### src/rtl/stack_ptr_unit.sv
module stack_ptr_unit #(
  parameter int          AW     = 16,
  parameter int          PCW    = 23,
  parameter int          SRW    = 8,
  parameter logic [15:0] FLOOR  = 16'h0800,
  parameter logic [15:0] SP_RST = 16'h0800
) (
  input  logic           clk,
  input  logic           rst_n,
  input  logic           push_i,
  input  logic           pop_i,
  input  logic           call_i,
  input  logic           exc_i,
  input  logic [AW-1:0]  push_data_i,
  input  logic [PCW-1:0] pc_i,
  input  logic [SRW-1:0] sr_i,
  input  logic           sp_we_i,
  input  logic [AW-1:0]  sp_wdata_i,
  input  logic           lim_we_i,
  input  logic [AW-1:0]  lim_wdata_i,
  input  logic           err_clr_i,
  output logic [AW-1:0]  sp_o,
  output logic [AW-1:0]  ea_o,
  output logic           mem_we_o,
  output logic           mem_re_o,
  output logic [AW-1:0]  mem_wdata_o,
  output logic           busy_o,
  output logic           trap_o,
  output logic           err_o
);
  localparam int HIW = PCW - AW;
  localparam int PAD = AW - SRW - HIW;
  localparam logic [AW-1:0] STEP = AW'(2);

  logic [AW-1:0] sp_q, lim_q, hi_q;
  logic          busy_q, trap_q, err_q;

  logic idle, frame, do_push, do_pop, ovf, udf, hit;
  logic [AW-1:0] hi_word;

  assign idle    = !busy_q && !sp_we_i;
  assign frame   = idle && (call_i || exc_i);
  assign do_push = idle && (call_i || exc_i || push_i);
  assign do_pop  = idle && pop_i && !(call_i || exc_i || push_i);

  assign hi_word = exc_i ? {sr_i, {PAD{1'b0}}, pc_i[PCW-1:AW]}
                         : {{(SRW+PAD){1'b0}}, pc_i[PCW-1:AW]};

  assign mem_we_o    = busy_q || do_push;
  assign mem_re_o    = do_pop;
  assign ea_o        = do_pop ? sp_q - STEP : sp_q;
  assign mem_wdata_o = busy_q ? hi_q : (frame ? pc_i[AW-1:0] : push_data_i);

  assign ovf = mem_we_o && (ea_o > lim_q);
  assign udf = (mem_we_o || mem_re_o) && (ea_o < FLOOR);
  assign hit = ovf || udf;

  always_ff @(posedge clk or negedge rst_n) begin
    if (!rst_n) begin
      sp_q   <= SP_RST;
      busy_q <= 1'b0;
      hi_q   <= '0;
      trap_q <= 1'b0;
      err_q  <= 1'b0;
    end else begin
      if (busy_q || do_push)  sp_q <= sp_q + STEP;
      else if (sp_we_i)       sp_q <= {sp_wdata_i[AW-1:1], 1'b0};
      else if (do_pop)        sp_q <= sp_q - STEP;
      busy_q <= frame;
      if (frame) hi_q <= hi_word;
      trap_q <= hit;
      err_q  <= hit || (err_q && !err_clr_i);
    end
  end

  always_ff @(posedge clk) begin
    if (lim_we_i) lim_q <= {lim_wdata_i[AW-1:1], 1'b0};
  end

  assign sp_o   = sp_q;
  assign busy_o = busy_q;
  assign trap_o = trap_q;
  assign err_o  = err_q;
endmodule

### config.mk
export PLATFORM = sky130hd
export DESIGN_NAME = stack_ptr_unit
export DESIGN_NICKNAME = d
export VERILOG_FILES = /design/src/rtl/stack_ptr_unit.sv
export SDC_FILE = /design/constraint.sdc
export NUM_CORES = 1
export LEC_CHECK = 0
export CORE_MARGIN = 2
export CORE_UTILIZATION = 43
export DETAILED_ROUTE_END_ITERATION = 10
export PLACE_DENSITY = 0.84
export SYNTH_ARGS = -nofsm -noshare
export SYNTH_HDL_FRONTEND = slang
export SYNTH_SLANG_ARGS = --single-unit
### constraint.sdc
create_clock -name clk -period 3.6 [get_ports clk]
set_input_delay 0.9 -clock clk [delete_from_list [all_inputs] [get_ports clk]]
set_output_delay 0.9 -clock clk [all_outputs]
set_load 0.01 [all_outputs]
==> results.toml <==
[status]
status = "finished, final reports clean"

[power]
ir_drop_v = 0.000285
leakage_nw = 2.28
p_per_area_mw_per_mm2 = 449

[synth]
synth_seq_area_share_pct = 39.4
synth_edf_count = 15
yosys_warnings = 0
synth-async-reset-ratio_pct = 68.8
ys_ff_latch = 48
ys.flop_type = "dfrtp_1"
synth_area_mm2 = 0.00324
synthCells = 373
synthDistinctLibCells = 59
synth_area_per_cell_um2 = 8.69

[critical_path]
critPathCaptureType = "output port"
cp.arrival_ns = 2.66
cp_slowest_cell = "dlygate4sd2_1"
startpoint = "call_i"
crit_top_cell = "buf_4"
cp-start-kind = "input pin"
r2r_setup_slack_ns = 0.35
crit_type = "input pin to output port"
cpPeakStageDelay_ns = 0.27
endpoint = "ea_o[14]"
reg2reg_to = "err_o$_DFF_PN0_"
ff2ff_path_depth = 11
required_ns = 2.70
crit_chain = "dlygate4sd2_1 > nor4b_4 > buf_4 > buf_6 > nand4_4 > nand3b_1 > xnor2_2 > buf_4 > clkdlybuf4s15_2"
worst-path-max-fanout = 5
r2r-start = "sp_o[10]$_DFF_PN0_"

[cells_and_area]
nFillCells = 571
stdcell_area_mm2 = 0.00527
layout_common_cells = "116 x clkdlybuf4s50_1, 70 x nand2_1, 55 x buf_4, 32 x dfrtp_1, 21 x nor2_1"
area_growth_pct = 62.6
drive_above_1_share_pct = 18.3
multi_input_area_mm2 = 0.00190
final_common_cell = "clkdlybuf4s50_1"
regArea_mm2 = 0.00128
final_nets = 655
antenna_cells = 0

[drt]
ant_nets = 0
first_iter_violations = 289
viasPerCell = 5.44
vias = 3539
wire_per_inst_um = 16.4
remaining_drc_errors = 0
routed_wirelength_um = 10700
drt_pass1_iterations = 5

[global_route]
grt_antenna_before_repair = 0
overflow = 0
grt_usage_pct = 24.9
grt_max_degree = 34
grt_pass1_wl_um = 16600
first_global_vias = 3439

[placement]
place_congestion = 0.896
post_dp_cell_area_mm2 = 0.00493
io_buffers = 136
dpl.hpwl_um = 7990

[die]
die_x_um = 90.8
io_pins = 141
die_y_um = 90.8
coreArea_mm2 = 0.00729
die_area_mm2 = 0.00825
core.rowCount = 31
start_util_pct = 44.5

[timing]
slew_headroom_pct = 51.4
clock_skew_ns = 0.00960
period_share_pct = 98.8
hold_viol = 0
fmax_mhz = 281
finalSetupViolCount = 0
period_needed_ns = 3.56
slew_viol_final = 0
holdWs_ns = 0.488
worst_slew_pin_slew_ns = 0.724

[clocking]
clk-insertion-delay-late_ns = 0.31
clk_pin_slew_ns = 0.09
cts_num_sinks = 48
clockBufferDepth = 2
root_buffer = "clkbuf_8"
numCtsBuffers = 5
cts_tree = "yes"
htreeDepth = 2

[job]
max-cap-violations = 0

[hold_path]
min-delay-start = "hi_q[5]$_DFFE_PN0P_"
hp-class = "register to register"
==> critical path: cells and delay by family <==
family	cells	cell delay, ns
buffers and inverters	5	0.90
and+or+nand+nor	3	0.65
xor gates and xnor gates	1	0.21
==> power by group <==
group          leakage [nW]  internal [mW]  switching, mW  total, mW
Combinational          1.66          0.604          0.554       1.16
Clock                0.0669          0.252          0.192      0.444
Sequential            0.551          0.656          0.107      0.763
Total                  2.28           1.51          0.853       2.36
==> cells in the mapped netlist (all sizes together), types with 8 or more instances <==
library cell	n	area [µm²]
nor2	23	86.3
clkbuf	13	48.8
nand2	70	263
a22oi	15	113
o21ai	13	68.8
buf	11	68.8
dfrtp	32	801
xnor2	17	156
nand4	10	68.8
nor3	14	80.1
edfxtp	15	450
nand3	9	45.0
a21oi	18	90.1
inv	20	75.1
ha	17	213
a22o	8	70.1
==> flip-flops by register name, indices dropped and copies added, names as in the netlist <==
register and cells:
busy_o 1, err_o 1, hi_q 15, lim_q 15
sp_o 15, trap_o 1
==> cell families after synthesis <==
family / after synthesis / synth area share, %
mux: 2 / 0.618
compound gates: 86 / 18.3
xor+xnor: 19 / 5.36
flops: 48 / 39.4
other cells: 1 / 0.116
buf+inv: 46 / 6.21
simple gates: 154 / 23.4
fa+ha+maj: 17 / 6.56
==> repair_timing <==
item,in CTS,in global routing
pin swaps,11,11
hold buffers,0,0
cloned,1,0
resized for setup,47,9
setup endpoints to repair,35,22
buffers inserted,11,4
==> routing by layer <==
metal	routed length [µm]	up-vias	GRT usage (%)
met1	4300	1686	31.2
met2	5550	135	44.1
met4	267	0	7.95
met3	536	31	3.84
li1	-	1687	-
met5	0	-	0
==> cell type report <==
type	count	share of cell area, %
clock inverter	2	0.736
clock buffer	6	1.78
timing repair buffer	192	33.3
sequential	48	24.2
inverter	22	1.59
multi-input combinational	281	36.0
tap	99	2.35
==> stage by stage <==
| step | power (mW) | util [%] | setup slack (ns) | TNS, ns | instances |
|---|---|---|---|---|---|
| 6_report | 2.36 | 72.3 | 0.0417 | 0 | 650 |
| 5_1_grt | 2.49 | 72.3 | -0.0365 | -0.0387 | 650 |
| 4_1_cts | 2.32 | 71.3 | 0.0123 | 0 | 647 |
| 3_5_place_dp | 1.87 | 67.6 | -0.526 | -9.44 | 627 |
| 3_3_place_gp | 1.84 | 67.6 | -0.488 | -8.31 | 627 |
| 2_1_floorplan | 1.29 | - | 0.199 | 0 | 374 |
==> worst min-delay path by stage <==
stage / cells past startpoint / endpoint / slack, ns
floorplan: 2 / hi_q[0]$_DFFE_PN0P_ / 0.45
global placement: 2 / hi_q[6]$_DFFE_PN0P_ / 0.46
detailed placement: 2 / hi_q[5]$_DFFE_PN0P_ / 0.47
CTS: 2 / hi_q[5]$_DFFE_PN0P_ / 0.49
finish: 2 / hi_q[5]$_DFFE_PN0P_ / 0.49
global route: 2 / hi_q[0]$_DFFE_PN0P_ / 0.52
(Power assumes the default switching activity.)
